[config.mk]
export PLATFORM = sky130hd
export DESIGN_NAME = pwm_cmp_trig
export DESIGN_NICKNAME = d
export VERILOG_FILES = /design/src/rtl/pwmtrig_pkg.sv /design/src/rtl/pwmtrig_prescale.sv /design/src/rtl/pwmtrig_counter.sv /design/src/rtl/pwmtrig_match.sv /design/src/rtl/pwm_cmp_trig.sv
export SDC_FILE = /design/constraint.sdc
export NUM_CORES = 1
export LEC_CHECK = 0
export ABC_AREA = 1
export ABC_CLOCK_PERIOD_IN_PS = 2650
export BUFFER_PORTS_ARGS = -buffer_cell sky130_fd_sc_hd__buf_2
export CAP_MARGIN = 15
export CORE_ASPECT_RATIO = 1.5
export CORE_MARGIN = 2
export CORE_UTILIZATION = 25
export CTS_CLUSTER_DIAMETER = 50
export DETAILED_ROUTE_END_ITERATION = 8
export HOLD_SLACK_MARGIN = 0.12
export PLACE_DENSITY = 0.51
export SKIP_CTS_REPAIR_TIMING = 1
export SLEW_MARGIN = 15
export SYNTH_ARGS = -nofsm -noshare
export SYNTH_HDL_FRONTEND = slang
export SYNTH_SLANG_ARGS = --single-unit
export TNS_END_PERCENT = 5
[constraint.sdc]
create_clock -name clk -period 2.65 [get_ports clk]
set_clock_uncertainty 0.15 [all_clocks]
set_input_delay 0.1325 -clock clk [delete_from_list [all_inputs] [get_ports clk]]
set_output_delay 0.1325 -clock clk [all_outputs]
set_load 0.03 [all_outputs]
[src/rtl/pwmtrig_pkg.sv]
package pwmtrig_pkg;
  typedef enum logic {
    RLD_EVERY  = 1'b0,
    RLD_SPARSE = 1'b1
  } rld_mode_e;

  localparam int unsigned NUM_TRIG = 2;
endpackage

[src/rtl/pwmtrig_prescale.sv]
module pwmtrig_prescale #(
  parameter int unsigned PRE_W = 3
) (
  input  logic             clk,
  input  logic             rst_n,
  input  logic             cnt_en,
  input  logic [PRE_W-1:0] pre_sel,
  output logic             tick_o
);
  localparam int unsigned DIV_W = (1 << PRE_W) - 1;

  logic [DIV_W-1:0] div_q, div_d, mask;

  always_comb begin
    for (int i = 0; i < DIV_W; i++) begin
      mask[i] = (i < int'(pre_sel));
    end
  end

  always_comb begin
    tick_o = cnt_en && ((div_q & mask) == mask);
    div_d  = cnt_en ? div_q + 1'b1 : div_q;
  end

  always_ff @(posedge clk or negedge rst_n) begin
    if (!rst_n) div_q <= '0;
    else        div_q <= div_d;
  end
endmodule

[src/rtl/pwmtrig_counter.sv]
module pwmtrig_counter
  import pwmtrig_pkg::*;
#(
  parameter int unsigned CNT_W = 16,
  parameter int unsigned RLD_W = 4
) (
  input  logic             clk,
  input  logic             rst_n,
  input  logic             tick,
  input  logic [CNT_W-1:0] init_val,
  input  logic [CNT_W-1:0] end_val,
  input  rld_mode_e        rld_mode,
  input  logic [RLD_W-1:0] rld_freq,
  output logic [CNT_W-1:0] cnt_o,
  output logic             fresh_o,
  output logic             win_o
);
  logic             run_q, run_d;
  logic [CNT_W-1:0] cnt_q, cnt_d;
  logic             fresh_q, fresh_d;
  logic [RLD_W-1:0] per_q, per_d;
  logic             at_end;

  always_comb begin
    at_end  = (cnt_q >= end_val);
    run_d   = run_q;
    cnt_d   = cnt_q;
    per_d   = per_q;
    fresh_d = 1'b0;
    if (tick) begin
      fresh_d = 1'b1;
      if (!run_q) begin
        run_d = 1'b1;
        cnt_d = init_val;
        per_d = '0;
      end else if (at_end) begin
        cnt_d = init_val;
        per_d = (per_q >= rld_freq) ? '0 : per_q + 1'b1;
      end else begin
        cnt_d = cnt_q + 1'b1;
      end
    end
  end

  always_ff @(posedge clk or negedge rst_n) begin
    if (!rst_n) begin
      run_q   <= 1'b0;
      cnt_q   <= '0;
      fresh_q <= 1'b0;
      per_q   <= '0;
    end else begin
      run_q   <= run_d;
      cnt_q   <= cnt_d;
      fresh_q <= fresh_d;
      per_q   <= per_d;
    end
  end

  assign cnt_o   = cnt_q;
  assign fresh_o = fresh_q;
  assign win_o   = (rld_mode == RLD_EVERY) || (per_q == rld_freq);
endmodule

[src/rtl/pwmtrig_match.sv]
module pwmtrig_match
  import pwmtrig_pkg::*;
#(
  parameter int unsigned CNT_W   = 16,
  parameter int unsigned NUM_CMP = 6
) (
  input  logic [CNT_W-1:0]         cnt,
  input  logic                     fresh,
  input  logic                     win,
  input  logic [NUM_CMP*CNT_W-1:0] cmp_vals,
  input  logic [NUM_CMP-1:0]       cmp_en,
  input  logic [NUM_TRIG-1:0]      src_sel,
  input  logic [NUM_TRIG-1:0]      pwm_in,
  output logic [NUM_TRIG-1:0]      trig
);
  logic [NUM_CMP-1:0]  hit;
  logic [NUM_TRIG-1:0] cmp_or;

  for (genvar g = 0; g < NUM_CMP; g++) begin : g_slot
    assign hit[g] = fresh && win && cmp_en[g] &&
                    (cnt == cmp_vals[g*CNT_W +: CNT_W]);
  end

  always_comb begin
    cmp_or = '0;
    for (int i = 0; i < NUM_CMP; i++) begin
      cmp_or[i % NUM_TRIG] = cmp_or[i % NUM_TRIG] | hit[i];
    end
  end

  for (genvar k = 0; k < NUM_TRIG; k++) begin : g_out
    assign trig[k] = src_sel[k] ? pwm_in[k] : cmp_or[k];
  end
endmodule

[src/rtl/pwm_cmp_trig.sv]
module pwm_cmp_trig
  import pwmtrig_pkg::*;
#(
  parameter int unsigned CNT_W   = 16,
  parameter int unsigned PRE_W   = 3,
  parameter int unsigned RLD_W   = 4,
  parameter int unsigned NUM_CMP = 6
) (
  input  logic                     clk,
  input  logic                     rst_n,
  input  logic                     cnt_en,
  input  logic [PRE_W-1:0]         pre_sel,
  input  logic [CNT_W-1:0]         init_val,
  input  logic [NUM_CMP*CNT_W-1:0] cmp_vals,
  input  logic [NUM_CMP-1:0]       cmp_en,
  input  logic [1:0]               trig_src_sel,
  input  logic [1:0]               pwm_in,
  input  logic                     rld_mode,
  input  logic [RLD_W-1:0]         rld_freq,
  output logic [CNT_W-1:0]         cnt_o,
  output logic                     trig0_o,
  output logic                     trig1_o
);
  localparam int unsigned END_SLOT = 1;

  logic             tick;
  logic             fresh;
  logic             rld_win;
  logic [1:0]       trig;
  logic [CNT_W-1:0] end_val;

  assign end_val = cmp_vals[END_SLOT*CNT_W +: CNT_W];

  pwmtrig_prescale #(.PRE_W(PRE_W)) u_pre (
    .clk     (clk),
    .rst_n   (rst_n),
    .cnt_en  (cnt_en),
    .pre_sel (pre_sel),
    .tick_o  (tick)
  );

  pwmtrig_counter #(.CNT_W(CNT_W), .RLD_W(RLD_W)) u_cnt (
    .clk      (clk),
    .rst_n    (rst_n),
    .tick     (tick),
    .init_val (init_val),
    .end_val  (end_val),
    .rld_mode (rld_mode_e'(rld_mode)),
    .rld_freq (rld_freq),
    .cnt_o    (cnt_o),
    .fresh_o  (fresh),
    .win_o    (rld_win)
  );

  pwmtrig_match #(.CNT_W(CNT_W), .NUM_CMP(NUM_CMP)) u_match (
    .cnt      (cnt_o),
    .fresh    (fresh),
    .win      (rld_win),
    .cmp_vals (cmp_vals),
    .cmp_en   (cmp_en),
    .src_sel  (trig_src_sel),
    .pwm_in   (pwm_in),
    .trig     (trig)
  );

  assign trig0_o = trig[0];
  assign trig1_o = trig[1];
endmodule

==> results.md <==
- Number of synthesized flops with an enable pin: 0
- CP top delay family: simple AND/OR/NAND/NOR gates
- DP Cell Count: roughly 1000
- CP max-delay cell: dfrtp_1
- Die W: 106 um
- DRC viols: 0
- HP Class: primary input to register
- Finished Layout Cells: roughly 1100
- Die area: approximately 17000 um^2
- GRT Total Usage: between 10% and 20%
- Worst-path clk slew: about 0.06 ns
- Layout Nets: 1022
- Lkg Pwr: approximately 3.1 nW
- Critical path class: register to primary output
- Outcome: complete, no violations
- # port buffers: 150
- Max-Cap Viols: 0
- Worst setup EP type: primary output
- Global-route wire length before repair: 22800 um
- Rows: 55
- Synth unique cells: 26
- Drt wl/cell: around 14 um
- Max-slew headroom: 53.7%
- Core area: 15100 um^2
- Largest net degree at the start of global routing: 30
- GP Congestion: 0.889
- Req. time, crit path: about 2.4 ns
- Final WS setup: 0.239 ns
- Max incr delay on CP: 0.50 ns
- CP cell instances: inv_1 -> nand2_1 -> o21ai_0 -> inv_1 -> nand3_1 -> nor2_1 -> nand2_1 -> nand3_1 -> nand2_1 -> nand2_1 -> buf_2
- Syn Area/Cell: ~5.6 um^2
- Syn_nets: 849
- Final Setup Violations: 0
- Area grow syn2layout: 33.9%
- Max-slew violations: 0
- Clock buffer depth: 2
- Cts bufs inserted: 5
- Initial drt markers: 252
- Critical Path Fanout Max: 8
- Multi-input logic area: roughly 2600 um^2
- CP Launch Type: register
- First-pass iteration count of the detailed router: 4
- Post-route ant nets: 0
- Hold slack: just over 0.2 ns
- Most frequent cell on the critical path: nand2_1
- Die Ht: ~160 um
- Final Cycle Share: 91.0%
- Vias per cell: approximately 4.3
- Root Buffer: clkbuf_16
- Main synth FF type: dfrtp_1
- Yosys Warn Count: 0
- RSZ-0062 raised after global routing: false
- Part of the Yosys area used for sequential elements: a little under a fifth
- Layout cell share with drive strength beyond 1: between 20% and 30%
- Syn Inst Count: between 600 and 700
- # fillers: between 1500 and 2000
- Clk_lat worst skew: between 0.2 and 0.3 ns
- HPWL reported at the end of detailed placement: between 10000 and 15000 um
- Ys async rst share: 100%
- Clock Sink Count: 29
- DR vias: between 4000 and 5000
- Peak VDD IR: 0.000342 V
- Vias in the first global route: about 4300
- Hold Fails Final Rpt: 0
- Crit path DAT: about 2.1 ns
- Final min period: approximately 2.4 ns
- CTS tree: built
- Antenna violations before repair: 0
- Total gr overflow: 0
- IO Count: roughly 150
- # diodes: 0
- Max Fclk: around 410 MHz
- Initial core utilization: between 20% and 30%
- H-tree depth: 2
- Final WL: ~15000 um
- #FFs+latches synth: 29
- Setup tns final: 0 ns
- Sequential Area: 726 um^2
- Worst slack, placed: around 0.31 ns
- Worst path bufs/invs: 3
- Slew @ Worst Pin: 0.694 ns
- Power per cell area: roughly 810 nW/um^2
- Synthesized area: slightly below 4000 um^2
per-layer routing:
layer / vias to the layer above / routed length (um) / GRT usage [%]
li1: 2428 / - / -
met1: 2005 / 5890 / 20.3
met2: 123 / 8130 / 34.7
met3: 11 / 680 / 2.24
met4: 0 / 259 / 4.51
met5: - / 0 / 0
worst register-to-register path: stages (launching register included):
cell and delay (ns):
dfrtp_1 0.48, ha_1 0.34, nand2_1 0.06, nor2_1 0.19, nand2_1 0.07, inv_1 0.09
nand2_2 0.21, nand2_4 0.31, nand2_1 0.16, nand2_1 0.09, nand2_1 0.05
cells in the final DEF (no fill, tap or decap), types with 2 or more instances in the layout:
cell type and n:
buf_2 150, xnor2_1 17, xor2_1 20, buf_4 16
nand2_2 7, a21boi_0 2, clkbuf_16 5, nor2_2 4
nand4_1 7, or2_2 4, dlygate4sd3_1 20, inv_1 119
nand3b_1 5, inv_2 4, nor3_1 6, nand2_1 274
o211ai_1 2, clkinv_2 2, nor2_1 65, ha_1 23
o21ai_0 15, a21oi_1 6, dfrtp_1 29, nand3_1 60
synth_stat cells, types with 2 or more instances:
cell type    n  area share (%)
a21boi_0     2            0.39
a21oi_1      6            0.77
buf_2       10             1.3
buf_4        6             1.2
buf_6        4             1.2
dfrtp_1     29              19
ha_1        23             7.4
inv_1      119              11
inv_2        4            0.39
nand2_1    274              26
nand2_2      7             1.1
nand3_1     60             7.7
nand3b_1     5            0.96
nand4_1      7             1.1
nor2_1      65             6.3
nor2_2       4            0.64
nor3_1       6            0.77
o211ai_1     2            0.39
o21ai_0     15             1.9
or2_2        4            0.64
xnor2_1     17             3.8
xor2_1      20             4.5
worst paths after layout:
kind	to	cells past startpoint	slack, ns	startpoint
max	trig0_o	11	0.24	u_cnt.cnt_o[15]
min	u_cnt.per_q[1]	6	0.20	pre_sel[2]
max reg2reg	u_cnt.per_q[3]	10	0.33	u_cnt.cnt_o[15]
min reg2reg	u_pre.div_q[5]	1	0.33	u_pre.div_q[5]
max in group asynchronous	u_cnt.cnt_o[1]	2	1.61	rst_n
min in group asynchronous	u_cnt.per_q[1]	2	0.29	rst_n
state kept, by name, summed over array words and instances (netlist names):
signal,cells
u_cnt.cnt_o,16
u_cnt.fresh_o,1
u_cnt.per_q,4
u_cnt.run_q,1
u_pre.div_q,7
power breakdown:
part | internal, mW | total (mW) | switching (mW)
Sequential | 0.618 | 0.768 | 0.149
Combinational | 1.01 | 2.92 | 1.91
Clock | 0.344 | 0.551 | 0.208
final cells by class:
class / count / share of cell area [%]
Clock buffer: 5 / 2.40
Clock inverter: 3 / 0.336
Inverter: 123 / 8.85
Multi-Input combinational cell: 521 / 49.2
Sequential cell: 29 / 13.9
Tap cell: 199 / 4.77
Timing Repair Buffer: 186 / 20.5
stage by stage:
stage | cell area, um^2 | util (%) | power (mW)
3_5_place_dp | 4880 | 32.2 | 3.71
2_1_floorplan | 3900 | - | 2.78
4_1_cts | 5020 | 33.1 | 4.28
5_1_grt | 5220 | 34.5 | 4.68
3_3_place_gp | 4880 | 32.2 | 3.71
6_report | 5220 | 34.5 | 4.24
cells by family (layout without fill, tap and decap cells):
logic type,count (synthesis),count (layout),synth area share [%]
simple gates,434,434,46.2
buf+inv,143,317,15.4
xor+xnor,37,37,8.32
flops,29,29,18.6
compound gates,27,27,4.01
fa+ha+maj,23,23,7.39
Power figures use the tool's default switching activity.
